<file path="src/rtl/rdc_pkg.sv">
package rdc_pkg;
   typedef logic [1:0] resp_t;

   function automatic resp_t resp_worse(input resp_t a, input resp_t b);
      return (a > b) ? a : b;
   endfunction
endpackage

</file>
<file path="src/rtl/rdc_ctx.sv">
module rdc_ctx #(
   parameter int OUT_BYTES = 16,
   parameter int SLV_BYTES = 8,
   localparam int OFF_W    = $clog2(OUT_BYTES),
   localparam int MAX_SIZE = $clog2(SLV_BYTES)
) (
   input  logic             clk,
   input  logic             rst_n,
   input  logic             req_take,
   input  logic [2:0]       req_size,
   input  logic [OFF_W-1:0] req_addr,
   input  logic             req_mod,
   input  logic             beat_take,
   output logic [OFF_W-1:0] offset,
   output logic [OFF_W:0]   nbytes,
   output logic             word_end,
   output logic             mod
);
   logic [2:0]       size_q;
   logic [OFF_W:0]   req_nb;
   logic [OFF_W-1:0] req_aligned;

   assign req_nb      = (OFF_W+1)'(1) << req_size;
   assign req_aligned = req_addr & ~(req_nb[OFF_W-1:0] - OFF_W'(1));
   assign nbytes      = (OFF_W+1)'(1) << size_q;
   assign word_end    = (({1'b0, offset} + nbytes) == (OFF_W+1)'(OUT_BYTES));

   always_ff @(posedge clk) begin
      if (!rst_n) begin
         size_q <= '0;
         mod    <= 1'b0;
         offset <= '0;
      end else if (req_take) begin
         size_q <= req_size;
         mod    <= req_mod;
         offset <= req_aligned;
      end else if (beat_take) begin
         offset <= offset + nbytes[OFF_W-1:0];
      end
   end

   assert_size_supported_R3: assert property (@(posedge clk) disable iff (!rst_n)
      req_take |-> (int'(req_size) <= MAX_SIZE));

   assert_lane_aligned_R3: assert property (@(posedge clk) disable iff (!rst_n)
      beat_take |-> ((offset & (nbytes[OFF_W-1:0] - OFF_W'(1))) == '0));
endmodule

</file>
<file path="src/rtl/rdc_lane_merge.sv">
module rdc_lane_merge #(
   parameter int OUT_BYTES = 16,
   parameter int SLV_BYTES = 8,
   localparam int OFF_W    = $clog2(OUT_BYTES),
   localparam int SIDX_W   = $clog2(SLV_BYTES)
) (
   input  logic [OUT_BYTES*8-1:0] cur,
   input  logic [SLV_BYTES*8-1:0] beat,
   input  logic [OFF_W-1:0]       offset,
   input  logic [OFF_W:0]         nbytes,
   output logic [OUT_BYTES*8-1:0] merged
);
   for (genvar j = 0; j < OUT_BYTES; j++) begin : g_lane
      logic [OFF_W:0] rel;
      logic           hit;
      assign rel = (OFF_W+1)'(j) - {1'b0, offset};
      assign hit = ({1'b0, offset} <= (OFF_W+1)'(j)) && (rel < nbytes);
      assign merged[8*j +: 8] = hit ? beat[8*rel[SIDX_W-1:0] +: 8] : cur[8*j +: 8];
   end
endmodule

</file>
<file path="src/rtl/rdc_pack_buf.sv">
module rdc_pack_buf
   import rdc_pkg::*;
#(
   parameter int OUT_W = 128,
   parameter int ID_W  = 4
) (
   input  logic             clk,
   input  logic             rst_n,
   input  logic             take,
   input  logic             mod,
   input  logic             word_end,
   input  logic             s_last,
   input  logic [ID_W-1:0]  s_id,
   input  resp_t            s_resp,
   input  logic [OUT_W-1:0] merged,
   input  logic             m_ready,
   output logic [OUT_W-1:0] cur_data,
   output logic             full,
   output logic [OUT_W-1:0] m_data,
   output logic [ID_W-1:0]  m_id,
   output resp_t            m_resp,
   output logic             m_last
);
   logic  pop;
   resp_t cur_resp;

   assign pop      = full && m_ready;
   assign cur_data = full ? '0 : m_data;
   assign cur_resp = full ? '0 : m_resp;

   always_ff @(posedge clk) begin
      if (!rst_n) begin
         full   <= 1'b0;
         m_data <= '0;
         m_id   <= '0;
         m_resp <= '0;
         m_last <= 1'b0;
      end else if (take) begin
         m_data <= merged;
         m_resp <= resp_worse(cur_resp, s_resp);
         m_id   <= s_id;
         m_last <= s_last;
         full   <= !mod || s_last || word_end;
      end else if (pop) begin
         full   <= 1'b0;
         m_data <= '0;
         m_resp <= '0;
         m_last <= 1'b0;
      end
   end

   assert_hold_stalled_R9: assert property (@(posedge clk) disable iff (!rst_n)
      (full && !m_ready) |=> (full && $stable(m_data) && $stable(m_last)));

   assert_passthrough_R6: assert property (@(posedge clk) disable iff (!rst_n)
      (take && !mod) |=> (full && (m_resp == $past(s_resp))));

   assert_flush_last_R5: assert property (@(posedge clk) disable iff (!rst_n)
      (take && s_last) |=> (full && m_last));

   assert_resp_merge_R7: assert property (@(posedge clk) disable iff (!rst_n)
      take |=> (m_resp >= $past(s_resp)));
endmodule

</file>
<file path="src/rtl/rd_narrow_collector.sv">
module rd_narrow_collector
   import rdc_pkg::*;
#(
   parameter int OUT_W   = 128,
   parameter int SLV_W   = 64,
   parameter int ID_W    = 4,
   localparam int OFF_W  = $clog2(OUT_W/8)
) (
   input  logic             clk,
   input  logic             rst_n,
   input  logic             req_valid,
   output logic             req_ready,
   input  logic [2:0]       req_size,
   input  logic [OFF_W-1:0] req_addr,
   input  logic             req_modifiable,
   input  logic             s_valid,
   output logic             s_ready,
   input  logic [SLV_W-1:0] s_data,
   input  logic [ID_W-1:0]  s_id,
   input  logic [1:0]       s_resp,
   input  logic             s_last,
   output logic             m_valid,
   input  logic             m_ready,
   output logic [OUT_W-1:0] m_data,
   output logic [ID_W-1:0]  m_id,
   output logic [1:0]       m_resp,
   output logic             m_last
);
   localparam int OUT_BYTES = OUT_W / 8;
   localparam int SLV_BYTES = SLV_W / 8;

   if (OUT_W % 8 != 0 || SLV_W % 8 != 0) begin : g_bad_bytes
      $error("collector widths must be whole bytes");
   end
   if (SLV_W < 16 || SLV_W > OUT_W) begin : g_bad_ratio
      $error("slave width must lie between 16 bits and the output width");
   end
   if ((SLV_W & (SLV_W - 1)) != 0 || (OUT_W & (OUT_W - 1)) != 0) begin : g_bad_pow2
      $error("collector widths must be powers of two");
   end

   logic             busy;
   logic             req_take;
   logic             take;
   logic             pop;
   logic             full;
   logic             mod;
   logic             word_end;
   logic [OFF_W-1:0] offset;
   logic [OFF_W:0]   nbytes;
   logic [OUT_W-1:0] cur_data;
   logic [OUT_W-1:0] merged;

   assign req_ready = !busy;
   assign req_take  = req_valid && req_ready;
   assign s_ready   = busy && (!full || m_ready);
   assign take      = s_valid && s_ready;
   assign m_valid   = full;
   assign pop       = full && m_ready;

   always_ff @(posedge clk) begin
      if (!rst_n)              busy <= 1'b0;
      else if (req_take)       busy <= 1'b1;
      else if (pop && m_last)  busy <= 1'b0;
   end

   rdc_ctx #(.OUT_BYTES(OUT_BYTES), .SLV_BYTES(SLV_BYTES)) u_ctx (
      .clk(clk), .rst_n(rst_n), .req_take(req_take), .req_size(req_size),
      .req_addr(req_addr), .req_mod(req_modifiable), .beat_take(take),
      .offset(offset), .nbytes(nbytes), .word_end(word_end), .mod(mod)
   );

   rdc_lane_merge #(.OUT_BYTES(OUT_BYTES), .SLV_BYTES(SLV_BYTES)) u_merge (
      .cur(cur_data), .beat(s_data), .offset(offset), .nbytes(nbytes),
      .merged(merged)
   );

   rdc_pack_buf #(.OUT_W(OUT_W), .ID_W(ID_W)) u_buf (
      .clk(clk), .rst_n(rst_n), .take(take), .mod(mod), .word_end(word_end),
      .s_last(s_last), .s_id(s_id), .s_resp(s_resp), .merged(merged),
      .m_ready(m_ready), .cur_data(cur_data), .full(full), .m_data(m_data),
      .m_id(m_id), .m_resp(m_resp), .m_last(m_last)
   );

   assert_req_blocked_R2: assert property (@(posedge clk) disable iff (!rst_n)
      req_take |=> !req_ready);

   assert_no_take_stalled_R9: assert property (@(posedge clk) disable iff (!rst_n)
      (m_valid && !m_ready) |-> !(s_valid && s_ready));
endmodule

</file>
<file path="config.mk">
export PLATFORM = sky130hd
export DESIGN_NAME = rd_narrow_collector
export DESIGN_NICKNAME = d
export VERILOG_FILES = /design/src/rtl/rdc_pkg.sv /design/src/rtl/rdc_ctx.sv /design/src/rtl/rdc_lane_merge.sv /design/src/rtl/rdc_pack_buf.sv /design/src/rtl/rd_narrow_collector.sv
export SDC_FILE = /design/constraint.sdc
export NUM_CORES = 1
export LEC_CHECK = 0
export BUFFER_PORTS_ARGS = -buffer_cell sky130_fd_sc_hd__buf_2
export CAP_MARGIN = 20
export CORE_AREA = 5 5 162 164
export DETAILED_ROUTE_END_ITERATION = 8
export DIE_AREA = 0 0 167 169
export GPL_TIMING_DRIVEN = 0
export PLACE_DENSITY = 0.61
export SYNTH_ARGS = -nofsm -noshare
export SYNTH_HDL_FRONTEND = slang
export SYNTH_SLANG_ARGS = --single-unit
</file>
<file path="constraint.sdc">
create_clock -name clk -period 7.9 [get_ports clk]
set_clock_uncertainty 0.1 [all_clocks]
set_input_delay 0.395 -clock clk [delete_from_list [all_inputs] [get_ports clk]]
set_output_delay 0.395 -clock clk [all_outputs]
set_load 0.01 [all_outputs]
</file>
# [Yosys cells after proc, flatten, opt, wreduce, memory -nomap -nowiden]
# Cells that the tools add are included.
# W data, S select, Z words.
[op_classes] n_addsub=19 n_lt_le_gt_ge=32 n_eq_ne=17 n_shift=18 muxes=30 n_bitwise=2 reduce_logical=45
[ops] op="$shiftx A64 B7 Y8" n=16
[ops] op="$mux W128" n=3
[ops] op="$mux W8" n=16
[ops] op="$lt A5 B5 Y1" n=16
[ops] op="$ne A3 B1 Y1 const B" n=16
[ops] op="$sub A4 B4 Y5 const A" n=8
[ops] op="$reduce_and A2 Y1" n=16
[ops] op="$le A4 B4 Y1 const B" n=7
[ops] op="$logic_and A1 B1 Y1" n=20
[ops] op="$sub A3 B4 Y5 const A" n=4
[ops] op="$le A4 B3 Y1 const B" n=4
[ops] op="$sub A1 B4 Y5 const A" n=2
[ops] op="$sub A2 B4 Y5 const A" n=2
[ops] op="$le A4 B1 Y1 const B" n=2
[ops] op="$le A4 B2 Y1 const B" n=2
[ops] op="$mux W2" n=4
[ops] op="$mux W4" n=2
[ops] op="$reduce_bool A2 Y1" n=3
[ops] op="$add A4 B5 Y5" n=1
[ops] op="$eq A5 B5 Y1 const B" n=1
[ops] op="$mux W1" n=5
[ops] op="$shl A1 B3 Y5 const A" n=1
[ops] op="$add A4 B4 Y4" n=1
[ops] op="$and A4 B4 Y4" n=1
[ops] op="6 further kinds" n=10
[totals] reg_bits=145 out_inout_bits=138 word_cells=187

# [Depth between registers and ports, before layout]
# Gate-level depths: netlist of the first run.
[depth] ltp_word=6 ltp_mapped=17 mapped_depth_nobuf=10

# [By module]
# A second synthesis of the first run with hierarchy kept.
[unflattened] cells_unflattened=1321 hier_area_um2=11587.4
[modules_own_cells] module="rdc_pack_buf" n_inst=1 cells_per_inst=612 area_each_um2=5820.6 seq_area_each_um2=2722.6
[modules_own_cells] module="rdc_lane_merge" n_inst=1 cells_per_inst=633 area_each_um2=5092.4 seq_area_each_um2=0.0
[modules_own_cells] module="rdc_ctx" n_inst=1 cells_per_inst=67 area_each_um2=603.1 seq_area_each_um2=160.2
[modules_own_cells] module="rd_narrow_collector" n_inst=1 cells_per_inst=9 area_each_um2=71.3 seq_area_each_um2=20.0

# [Least setup slack after synthesis of the first run]
# Ideal clock, no wire load.
[synth_timing] path_type="reg2reg" start="register u_ctx.offset[1]" end="register u_buf.m_data[112]" setup_time_ps=58 arrival_time_ps=3976 required_ps=7742 setup_slack_ps=3765 path_stages_with_launch=17 n_path_buf=6 synth_period_minus_slack_ps=4135 path_cell_list="dfxtp_1 > buf_2 > buf_2 > buf_2 > inv_1 > ha_1 > buf_2 > buf_2 > buf_2 > inv_1 > ha_1 > nor2b_1 > o21ai_1 > a2111o_1 > a41o_1 > a21boi_1 > o21a_1"
[synth_between] elab_chain_cells=5 elab_cells_between_ends=9 classes_between="add/sub (1); order compare (2); eq/ne (1); shift (1); mux (2); reduce/logical (2)"
[synth_rtl] element="start: declaration" line="rdc_ctx.sv:14" source="output logic [OFF_W-1:0] offset,"
[synth_rtl] element="start signal: assignment" line="rdc_ctx.sv:36" source="offset <= req_aligned;"
[synth_rtl] element="start signal: assignment" line="rdc_ctx.sv:38" source="offset <= offset + nbytes[OFF_W-1:0];"
[synth_rtl] element="parallel branches: the longest is 5 deep, another holds $sub A4 B4 Y5"
[synth_rtl] element="end signal: assignment" line="rdc_pack_buf.sv:39" source="m_data <= merged;"
[synth_rtl] element="end: declaration" line="rdc_pack_buf.sv:19" source="output logic [OUT_W-1:0] m_data,"
# Several ways; the timed one is not identified.
# A chain may end at the register's enable or synchronous reset.

# [Final worst setup path of the first run]
[layout_timing] start="register u_ctx.offset[1]" end="register u_buf.m_data[119]"
# Same word-level chain as after synthesis.

==> results of run 1 <==
-- power groups by stage --
stage | registers (mW) | logic [mW] | clock network (mW)
3_3_place_gp | 0.798 | 0.593 | 0
6_report | 0.783 | 0.612 | 0.868
5_1_grt | 0.786 | 0.663 | 0.906
4_1_cts | 0.782 | 0.602 | 0.880
3_5_place_dp | 0.799 | 0.599 | 0
2_1_floorplan | 0.806 | 0.380 | 0
-- synth_stat cells, types with 24 or more instances --
master	n	area share
nand2_1	234	0.091
dfxtp_1	145	0.30
a21oi_1	108	0.056
mux4_2	64	0.15
ha_1	57	0.074
nor2_1	48	0.019
clkbuf_1	41	0.016
nand3_1	31	0.016
inv_1	30	0.012
a22oi_1	27	0.021
o21ai_0	26	0.014
o22ai_1	24	0.016
-- flip-flops by register name, indices dropped and copies added, names as in the netlist --
name / cells
u_ctx.mod: 1
u_buf.m_data: 128
u_ctx.size_q: 3
u_buf.full: 1
u_ctx.offset: 4
busy: 1
u_buf.m_resp: 2
u_buf.m_last: 1
u_buf.m_id: 4
-- final timing paths --
| path | cells after the start | startpoint | end | slack [ns] |
|---|---|---|---|---|
| max | 16 | u_ctx.offset[1] | u_buf.m_data[119] | 2.42 |
| min | 3 | s_id[3] | u_buf.m_id[3] | 0.11 |
| min reg2reg | 2 | u_buf.m_id[3] | u_buf.m_id[3] | 0.35 |
| max reg2reg | 16 | u_ctx.offset[1] | u_buf.m_data[119] | 2.42 |
-- logic make-up after synthesis --
logic type	Yosys count	share of synthesized area
compound gates	330	0.231
xor+xnor	10	0.0107
fa+ha+maj	61	0.0796
buf+inv	109	0.0470
flops	145	0.302
mux	73	0.159
simple gates	382	0.171
-- cell type report --
| type | instances | area (um2) | share of cell area |
|---|---|---|---|
| Buffer | 73 | 317 | 0.0269 |
| Sequential cell | 145 | 2900 | 0.247 |
| Clock inverter | 13 | 176 | 0.0150 |
| Clock buffer | 19 | 443 | 0.0377 |
| Antenna cell | 3 | 7.51 | 0.000638 |
| Inverter | 36 | 135 | 0.0115 |
| Tap cell | 330 | 413 | 0.0351 |
| Timing Repair Buffer | 220 | 1100 | 0.0936 |
| Multi-Input combinational cell | 856 | 6270 | 0.533 |
-- worst register-to-register path: cells and delay by family (launching register included) --
family / cells / cell delay (ns)
and+or+nand+nor: 3 / 0.81
adders and majority gates: 2 / 0.67
buffers and inverters: 8 / 2.40
AOI/OAI and AO/OA: 3 / 0.80
DFF: 1 / 0.60
-- per-layer routing --
metal	vias to the layer above	routed length (um)	global-route usage	share of wire
li1	4568	-	-	-
met3	83	3720	0.0642	0.099
met1	4669	15800	0.351	0.42
met4	2	1460	0.0971	0.039
met2	554	16400	0.399	0.44
met5	-	13	0	0.00035
==> results.rst, run 1 <==
.. list-table::
   :header-rows: 1

   * - Metric
     - Value
   * - Largest stage delay, worst path
     - ~0.60 ns
   * - Antenna violations before repair
     - 3
   * - Drt first pass iters
     - 7
   * - CTS hold repair buffers
     - 0
   * - Shortest period the worst path allows
     - roughly 5.5 ns
   * - CP max stage cell
     - dfxtp_1
   * - Worst setup path class
     - register to register
   * - Post-route fraction of the period consumed by the critical path
     - 0.693
   * - Comb pwr share
     - 0.271
   * - Worst hold path type
     - primary input to register
   * - Row count
     - 58
   * - Crit path buf inv count
     - 8
   * - Worst setup slack before clock tree synthesis
     - about 2.6 ns
   * - Final Instance Count excl. Fillers
     - approximately 1700
   * - Total of flip-flops plus latches after synthesis
     - roughly 150
   * - Placed cell count
     - approximately 1700
   * - Number of buffers created by CTS
     - 17
   * - Setup repair after global routing missed its margin
     - no
   * - Setup bufs post-CTS
     - 0
   * - Setup violations, final
     - 0
   * - Ports
     - 222
   * - Sequential Power Share
     - 0.346
   * - P&R area growth vs syn
     - 22.3%
   * - Pin slew with the least headroom to its limit
     - 0.997 ns
   * - Post-synth EDFFs
     - 0
   * - # resized after CTS
     - 0
   * - Global-route wire length before repair
     - approximately 57000 um
   * - Fill cell instance count of the final layout
     - between 2000 and 2500
   * - Maximum level of the CTS H-tree
     - 4
   * - Clk pin slew, worst setup/hold paths
     - ~0.070 ns
   * - DIE HEIGHT
     - 169 um
   * - Tightest slew margin relative to the limit
     - 0.330
   * - Synth cell types
     - 76
   * - Average size of a mapped cell
     - 8.67 um2
   * - Commonest cells after routing, fill and taps aside
     - 242 x buf_2, 234 x nand2_1, 145 x dfxtp_1
   * - Drt via density
     - slightly below 6
   * - Sequential share of the synthesized area
     - 0.302
   * - Tot GR Track Use
     - 0.258
   * - Power density over the cells
     - between 150 and 200 mW/mm2
   * - Average wire length per cell after detail routing
     - around 22 um
   * - Count of antenna-violating nets left after detailed routing
     - 0
   * - Die outline area
     - ~0.028 mm2
   * - Maximum resistive drop on vdd
     - 0.123 mV
   * - Detailed-route via count
     - between 9000 and 10000
   * - Number of standard cells after synthesis
     - ~1100
   * - Ratio of cells with drive above 1 in the final layout
     - 0.268
   * - Most frequent standard cell in the layout excluding fill and tap cells
     - buf_2
   * - Count of pins over their slew limit
     - 0
   * - Total length of routed wires
     - between 30000 and 40000 um
   * - TritonCTS clock tree
     - done
   * - Reported max-cap violation count
     - 0
   * - CP Data Required Time
     - approximately 8 ns
   * - DP HPWL
     - 29100 um
   * - Worst hold margin
     - ~0.11 ns
   * - Cell leakage power
     - approximately 5.0 nW
   * - Count of routing violations after the opening detailed-route iteration
     - 1038
   * - Final instance area
     - between 0.01 and 0.015 mm2
   * - Clock sinks
     - about 150
   * - Leading register cell type out of synthesis
     - dfxtp_1
   * - Top cell family by delay on the critical path
     - buffers and inverters
   * - Floorplan core area
     - between 0.02 and 0.025 mm2
   * - Most repeated library cell on the critical path
     - buf_2
   * - Total DRC errors in the routed layout
     - 0
   * - Total power
     - between 2 and 2.5 mW
   * - Sw Ratio
     - 0.339
   * - Highest attainable clock frequency
     - around 180 MHz
   * - Layout net count
     - around 1500
   * - Number of I/O port buffers
     - 220
   * - Hold Violations, Final
     - 0
   * - Cells along the critical path
     - buf_2 > buf_2 > buf_2 > inv_1 > ha_1 > buf_2 > buf_2 > buf_2 > inv_1 > ha_1 > nor2b_1 > o21ai_1 > a2111o_1 > nand4_1 > nor3_1 > o21a_1
   * - Pin count of the biggest net entering global routing
     - 19
   * - Clock insertion delay at the later pin of the skew report
     - around 0.43 ns
   * - Horizontal extent of the die
     - 167 um
   * - CP Launch Type
     - register
   * - Clock root buffer
     - clkbuf_16
   * - Final core area utilization
     - 0.475
   * - Post-Syn Area
     - 0.00962 mm2
   * - Power dissipated by switching net loads
     - 0.767 mW
   * - Yosys Warn Count
     - 0
   * - Worst Setup End Kind
     - register
   * - Final setup TNS
     - 0 ns
   * - Worst-path maximum fanout
     - 11
   * - Internal Power
     - 1.50 mW
   * - Async SR Flop Fraction
     - 0
   * - Status
     - complete, no violations
   * - Overflow left after global routing
     - 0
   * - Effective utilization at floorplan
     - 0.389
   * - Routability congestion estimate
     - between 0.9 and 1
   * - Placed cell area
     - 0.0111 mm2
   * - Arrival time worst endpoint
     - roughly 5.7 ns
   * - Number of global-route vias before repair
     - between 9000 and 10000
   * - Power share of the clock group
     - 0.383
   * - Clk buf depth
     - 2
   * - Net count of the mapped netlist
     - ~1300
   * - Final worst setup slack
     - about 2.4 ns
Power figures use the tool's default switching activity.
==> run 2, diff against run 1 <==
--- a/config.mk
+++ b/config.mk
@@ -5,13 +5,14 @@
 export SDC_FILE = /design/constraint.sdc
 export NUM_CORES = 1
 export LEC_CHECK = 0
+export ABC_AREA = 1
 export BUFFER_PORTS_ARGS = -buffer_cell sky130_fd_sc_hd__buf_2
 export CAP_MARGIN = 20
-export CORE_AREA = 5 5 162 164
+export CORE_AREA = 5 5 160 162
 export DETAILED_ROUTE_END_ITERATION = 8
-export DIE_AREA = 0 0 167 169
+export DIE_AREA = 0 0 165 167
 export GPL_TIMING_DRIVEN = 0
-export PLACE_DENSITY = 0.61
+export PLACE_DENSITY = 0.62
 export SYNTH_ARGS = -nofsm -noshare
 export SYNTH_HDL_FRONTEND = slang
 export SYNTH_SLANG_ARGS = --single-unit
==> constraint.sdc (replaced) <==
create_clock -name clk -period 5.4 [get_ports clk]
set_clock_uncertainty 0.1 [all_clocks]
set_input_delay 0.27 -clock clk [delete_from_list [all_inputs] [get_ports clk]]
set_output_delay 0.27 -clock clk [all_outputs]
set_load 0.01 [all_outputs]
==> results.rst, run 2 <==
.. list-table::
   :header-rows: 1

   * - Metric
     - Value
   * - Status
     - complete, no violations
   * - CP Launch Type
     - register
   * - Count of routing violations after the opening detailed-route iteration
     - ~1000
   * - Count of antenna-violating nets left after detailed routing
     - 0
   * - Number of standard cells after synthesis
     - 1503
   * - Drt via density
     - between 5 and 6
   * - Layout net count
     - around 1900
   * - Highest attainable clock frequency
     - 230 MHz
   * - Worst Setup End Kind
     - register
   * - Worst hold path type
     - primary input to register
   * - Clock insertion delay at the later pin of the skew report
     - between 0.4 and 0.5 ns
   * - Total length of routed wires
     - between 30000 and 40000 um
   * - # resized after CTS
     - 0
   * - Reported max-cap violation count
     - 0
   * - Pin slew with the least headroom to its limit
     - 1.12 ns
   * - Shortest period the worst path allows
     - between 4 and 5 ns
   * - Yosys top cell area share
     - 0.308
   * - Average size of a mapped cell
     - between 6 and 7 um2
   * - Yosys Warn Count
     - 0
   * - Largest regs
     - u_buf.m_data x128, u_buf.m_id x4, u_ctx.offset x4
   * - Cell with the most instances after synthesis
     - nand2_1
   * - Total DRC errors in the routed layout
     - 0
   * - Net count of the mapped netlist
     - about 1600
   * - CP Data Required Time
     - roughly 5.6 ns
   * - Synth cell types
     - 46
   * - Maximum resistive drop on vdd
     - 0.210 mV
   * - Antenna violations before repair
     - 3
   * - Setup bufs post-CTS
     - 0
   * - Worst-path maximum fanout
     - 16
   * - Placed cell area
     - between 0.01 and 0.015 mm2
   * - Total of flip-flops plus latches after synthesis
     - roughly 150
   * - Detailed-route via count
     - about 11000
   * - Worst setup path class
     - register to register
   * - Final worst setup slack
     - between 1 and 1.5 ns
   * - Largest area contributor in the synthesized netlist
     - dfxtp_1
   * - DP HPWL
     - 30800 um
   * - Clk buf depth
     - 2
   * - Async SR Flop Fraction
     - 0
   * - CTS hold repair buffers
     - 5
   * - Post-route fraction of the period consumed by the critical path
     - 0.804
   * - DIE HEIGHT
     - between 150 and 200 um
   * - Clk pin slew, worst setup/hold paths
     - roughly 0.070 ns
   * - Power density over the cells
     - around 300 mW/mm2
   * - Post-Syn Area
     - around 0.0094 mm2
   * - Commonest cells after routing, fill and taps aside
     - 617 x nand2_1, 241 x buf_2, 199 x a21oi_1
   * - Tightest slew margin relative to the limit
     - 0.255
   * - Leading register cell type out of synthesis
     - dfxtp_1
   * - Placed cell count
     - 2048
   * - Die outline area
     - 0.0276 mm2
   * - Effective utilization at floorplan
     - 0.393
   * - Maximum level of the CTS H-tree
     - 4
   * - Final instance area
     - between 0.01 and 0.015 mm2
   * - Final setup TNS
     - 0 ns
   * - Sequential Area
     - between 0.002 and 0.003 mm2
   * - Cell leakage power
     - between 5 and 6 nW
   * - Total power
     - between 3 and 4 mW
   * - Floorplan core area
     - approximately 0.024 mm2
   * - Hold Violations, Final
     - 0
   * - Area of combinational cells with multiple inputs
     - 0.00573 mm2
   * - Flip-flop count of the largest register after layout
     - between 100 and 150
   * - Global-route wire length before repair
     - between 60000 and 70000 um
   * - P&R area growth vs syn
     - 23.0%
   * - Clock root buffer
     - clkbuf_16
   * - Overflow left after global routing
     - 0
   * - Number of global-route vias before repair
     - approximately 10000
   * - Row count
     - 57
   * - Number of I/O port buffers
     - about 220
   * - Worst hold margin
     - between 0.015 and 0.02 ns
   * - Cell types occupying the most area after synthesis
     - dfxtp_1 31%, nand2_1 25%, a21oi_1 11%
   * - Number of buffers created by CTS
     - 17
   * - Horizontal extent of the die
     - about 170 um
   * - Reg-to-reg slack, setup
     - about 1.1 ns
   * - Drt first pass iters
     - 6
   * - Final core area utilization
     - 0.483
   * - Sequential share of the synthesized area
     - 0.308
   * - Fill cell instance count of the final layout
     - 2558
   * - Arrival time worst endpoint
     - between 4 and 5 ns
   * - Routability congestion estimate
     - ~1
   * - Pin count of the biggest net entering global routing
     - 17
   * - Setup violations, final
     - 0
   * - TritonCTS clock tree
     - done
   * - Ports
     - between 200 and 250
   * - Tot GR Track Use
     - 0.284
   * - Ratio of cells with drive above 1 in the final layout
     - 0.186
   * - Average wire length per cell after detail routing
     - ~19 um
   * - Clock sinks
     - ~150
   * - Post-synth EDFFs
     - 0
   * - Most frequent standard cell in the layout excluding fill and tap cells
     - nand2_1
   * - Register with the most flip-flops
     - u_buf.m_data
   * - Count of pins over their slew limit
     - 0
   * - Worst setup slack before clock tree synthesis
     - between 1 and 1.5 ns
   * - Final Instance Count excl. Fillers
     - 2088
   * - Setup repair after global routing missed its margin
     - no
   * - Most frequent cells after synthesis
     - 617 x nand2_1, 199 x a21oi_1, 145 x dfxtp_1, 99 x o21ai_0, 93 x inv_1
==> run 2: changes by cell type after synthesis, sizes merged, moves of 16 or more <==
| cell | previous run | this run |
|---|---|---|
| nand2 | 234 | 636 |
| o21ai | 43 | 152 |
| a21oi | 109 | 201 |
| inv | 34 | 104 |
| mux4 | 64 | 0 |
| a22oi | 27 | 0 |
| a21boi | 23 | 0 |
| o22ai | 26 | 3 |
| o21a | 22 | 1 |
| a32o | 16 | 0 |
| nand2b | 16 | 0 |
==> run 2: cells by family (layout without fill, tap and decap cells) <==
family,count (synthesis),count (layout),synth area share
and+or+nand+nor,742,742,0.320
AOI/OAI and AO/OA,376,376,0.208
buffers and inverters,179,437,0.0827
DFF,145,145,0.308
adders and majority gates,58,58,0.0779
xor gates and xnor gates,3,3,0.00279
other,0,3,0
==> run 2: area by class of cell <==
class	instances	area share
diodes	3	0.000649
plain buffers	69	0.0307
clock buffers	19	0.0383
clock inverters	13	0.0130
inverters	110	0.0365
multi-input cells	1179	0.495
flip-flops and latches	145	0.251
well taps	324	0.0350
repair buffers	226	0.0999
==> run 2: final timing paths <==
path | start | endpoint | cells past startpoint
max reg2reg | u_ctx.offset[1] | u_buf.m_data[23] | 18
min | req_size[1] | u_ctx.size_q[1] | 3
min reg2reg | u_ctx.mod | u_ctx.mod | 2
max | u_ctx.offset[1] | u_buf.m_data[23] | 18
==> run 2: report_power, final <==
| part | switching [mW] | leakage, nW | internal, mW |
|---|---|---|---|
| sequential | 0.0338 | 1.17 | 1.11 |
| combinational | 0.783 | 4.09 | 0.325 |
| clock | 0.532 | 0.279 | 0.702 |
==> run 2: worst max-delay path, stage by stage (launching register included) <==
cell and delay [ns]:
dfxtp_1 0.45, buf_2 0.25, inv_2 0.14, clkbuf_1 0.70, ha_1 0.48, inv_1 0.19
buf_1 0.45, ha_1 0.34, a21o_1 0.19, nand2_1 0.09, nand2_1 0.06, nand2_1 0.05
nand2_1 0.04, nand2_1 0.05, nand2_1 0.12, nand2_1 0.09, nand2_1 0.18, nand2_1 0.14
a21oi_1 0.06
==> run 2: per-layer routing <==
layer / wire, um / global-route usage / up-vias
met2: 17700 / 0.447 / 530
met4: 1430 / 0.105 / 6
met3: 3720 / 0.0583 / 72
met1: 17000 / 0.384 / 4968
met5: 46 / 0 / -
li1: - / - / 5363
==> run 3, diff against run 2 <==
==> constraint.sdc (replaced) <==
create_clock -name clk -period 4.4 [get_ports clk]
set_clock_uncertainty 0.1 [all_clocks]
set_input_delay 0.22 -clock clk [delete_from_list [all_inputs] [get_ports clk]]
set_output_delay 0.22 -clock clk [all_outputs]
set_load 0.01 [all_outputs]
==> results.rst, run 3 (synthesis gave the netlist of run 2 again) <==
.. list-table::
   :header-rows: 1

   * - Metric
     - Value
   * - Status
     - complete, no violations
   * - Pin slew with the least headroom to its limit
     - 1.13 ns
   * - Reported max-cap violation count
     - 0
   * - Setup repair after global routing missed its margin
     - no
   * - Clock root buffer
     - clkbuf_16
   * - CP Data Required Time
     - about 4.6 ns
   * - Highest attainable clock frequency
     - 256 MHz
   * - Total length of routed wires
     - 39900 um
   * - Worst hold path type
     - primary input to register
   * - Crit path buf inv count
     - 4
   * - Drt via density
     - approximately 5.2
   * - Count of pins over their slew limit
     - 0
   * - Average wire length per cell after detail routing
     - between 15 and 20 um
   * - Most frequent standard cell in the layout excluding fill and tap cells
     - nand2_1
   * - DP HPWL
     - just over 30000 um
   * - Number of I/O port buffers
     - 221
   * - Drt first pass iters
     - 6
   * - Placed cell area
     - 0.0109 mm2
   * - Power density over the cells
     - approximately 370 mW/mm2
   * - CP max stage cell
     - dfxtp_1
   * - Top cell family by delay on the critical path
     - buffers and inverters
   * - Setup violations, final
     - 0
   * - Effective utilization at floorplan
     - 0.393
   * - Clock insertion delay at the later pin of the skew report
     - approximately 0.43 ns
   * - Pin count of the biggest net entering global routing
     - 17
   * - Horizontal extent of the die
     - roughly 170 um
   * - Routability congestion estimate
     - 1.01
   * - Register with the most flip-flops
     - u_buf.m_data
   * - Most repeated library cell on the critical path
     - nand2_1
   * - Power dissipated by switching net loads
     - roughly 1.7 mW
   * - Die outline area
     - between 0.02 and 0.03 mm2
   * - Largest stage delay, worst path
     - roughly 0.6 ns
   * - Post-route fraction of the period consumed by the critical path
     - 0.887
   * - Number of global-route vias before repair
     - just over 10000
   * - Detailed-route via count
     - approximately 11000
   * - Placed cell count
     - between 2000 and 2500
   * - # resized after CTS
     - 0
   * - Clock sinks
     - roughly 150
   * - Sequential Power Share
     - 0.329
   * - Shortest period the worst path allows
     - 3.90 ns
   * - Layout net count
     - approximately 1900
   * - CP Launch Type
     - register
   * - Total DRC errors in the routed layout
     - 0
   * - Tightest slew margin relative to the limit
     - 0.245
   * - Global-route wire length before repair
     - 60300 um
   * - Number of buffers created by CTS
     - 17
   * - Maximum resistive drop on vdd
     - ~0.26 mV
   * - Overflow left after global routing
     - 0
   * - Worst-path maximum fanout
     - 24
   * - Hold Violations, Final
     - 0
   * - Count of antenna-violating nets left after detailed routing
     - 0
   * - Comb pwr share
     - 0.318
   * - Final setup TNS
     - 0 ns
   * - Worst setup path class
     - register to register
   * - Maximum level of the CTS H-tree
     - 4
   * - Largest regs
     - u_buf.m_data x128, u_buf.m_id x4, u_ctx.offset x4
   * - Clk pin slew, worst setup/hold paths
     - 0.07 ns
   * - Cells along the critical path
     - buf_2 > inv_2 > ha_1 > inv_1 > buf_1 > ha_1 > a21o_1 > nand2_1 > nand2_1 > nand2_1 > nand2_1 > nand2_1 > nand2_1 > nand2_1 > nand2_1 > nand2_1 > a21oi_1
   * - DIE HEIGHT
     - between 150 and 200 um
   * - Floorplan core area
     - about 0.024 mm2
   * - Arrival time worst endpoint
     - a little over 4 ns
   * - Tot GR Track Use
     - 0.285
   * - Internal Power
     - about 2.6 mW
   * - Count of routing violations after the opening detailed-route iteration
     - about 1200
   * - Ratio of cells with drive above 1 in the final layout
     - 0.185
   * - Final instance area
     - around 0.012 mm2
   * - Total power
     - approximately 4.3 mW
   * - Ports
     - 222
   * - Final Instance Count excl. Fillers
     - between 2000 and 2500
   * - Antenna violations before repair
     - 3
   * - Clk buf depth
     - 2
   * - Worst Setup End Kind
     - register
   * - Commonest cells after routing, fill and taps aside
     - 617 x nand2_1, 241 x buf_2, 199 x a21oi_1
   * - P&R area growth vs syn
     - 23.6%
   * - Flip-flop count of the largest register after layout
     - ~130
   * - Power share of the clock group
     - 0.353
   * - Row count
     - 57
   * - Setup bufs post-CTS
     - 0
   * - TritonCTS clock tree
     - done
   * - Sw Ratio
     - 0.386
   * - Cell leakage power
     - about 5.6 nW
-- run 3: stage by stage --
stage               worst slack, ns  hold WS [ns]  utilization
floorplan                      1.19         0.218            -
global placement              0.114         0.344        0.456
detailed placement            0.140         0.349        0.456
CTS                           0.117       0.00672        0.485
global route                  0.284        0.0447        0.485
finish                        0.499        0.0201        0.486
-- run 3: layer usage --
layer / wire, um / track usage
met5: 27 / 0
met4: 1380 / 0.105
met3: 3440 / 0.0583
met2: 17800 / 0.449
met1: 17300 / 0.384
-- run 3: final timing paths --
path                          from                to  slack (ns)  depth (start not counted)
hold / removal         req_size[0]   u_ctx.size_q[0]        0.02                          3
hold reg to reg   u_buf.m_data[77]  u_buf.m_data[77]        0.36                          2
setup reg to reg   u_ctx.offset[1]  u_buf.m_data[23]        0.50                         17
setup / recovery   u_ctx.offset[1]  u_buf.m_data[23]        0.50                         17
-- run 3: what timing repair did --
action,4_1_cts,5_1_grt
hold buffers,11,0
setup endpoints to repair,0,32
hold endpoints to repair,10,0
-- run 3: final cells by class --
type                    instances  area [um2]
fillers                      2545       12300
multi-input cells            1179        5730
flip-flops and latches        145        2900
repair buffers                232        1220
clock buffers                  19         443
inverters                     110         423
well taps                     324         405
plain buffers                  68         352
clock inverters                13         150
diodes                          4        10.0
-- run 3: tightest hold or removal path: stages --
cell and delay (ns):
buf_2 0.10, o21ai_0 0.08, a21oi_1 0.11
-- run 3: power by group through the flow --
stage               Sequential [mW]  Combinational, mW  Clock [mW]
finish                         1.41               1.36        1.51
CTS                            1.41               1.34        1.53
global route                   1.42               1.51        1.59
global placement               1.44               1.32           0
detailed placement             1.44               1.33           0
floorplan                      1.45              0.844           0
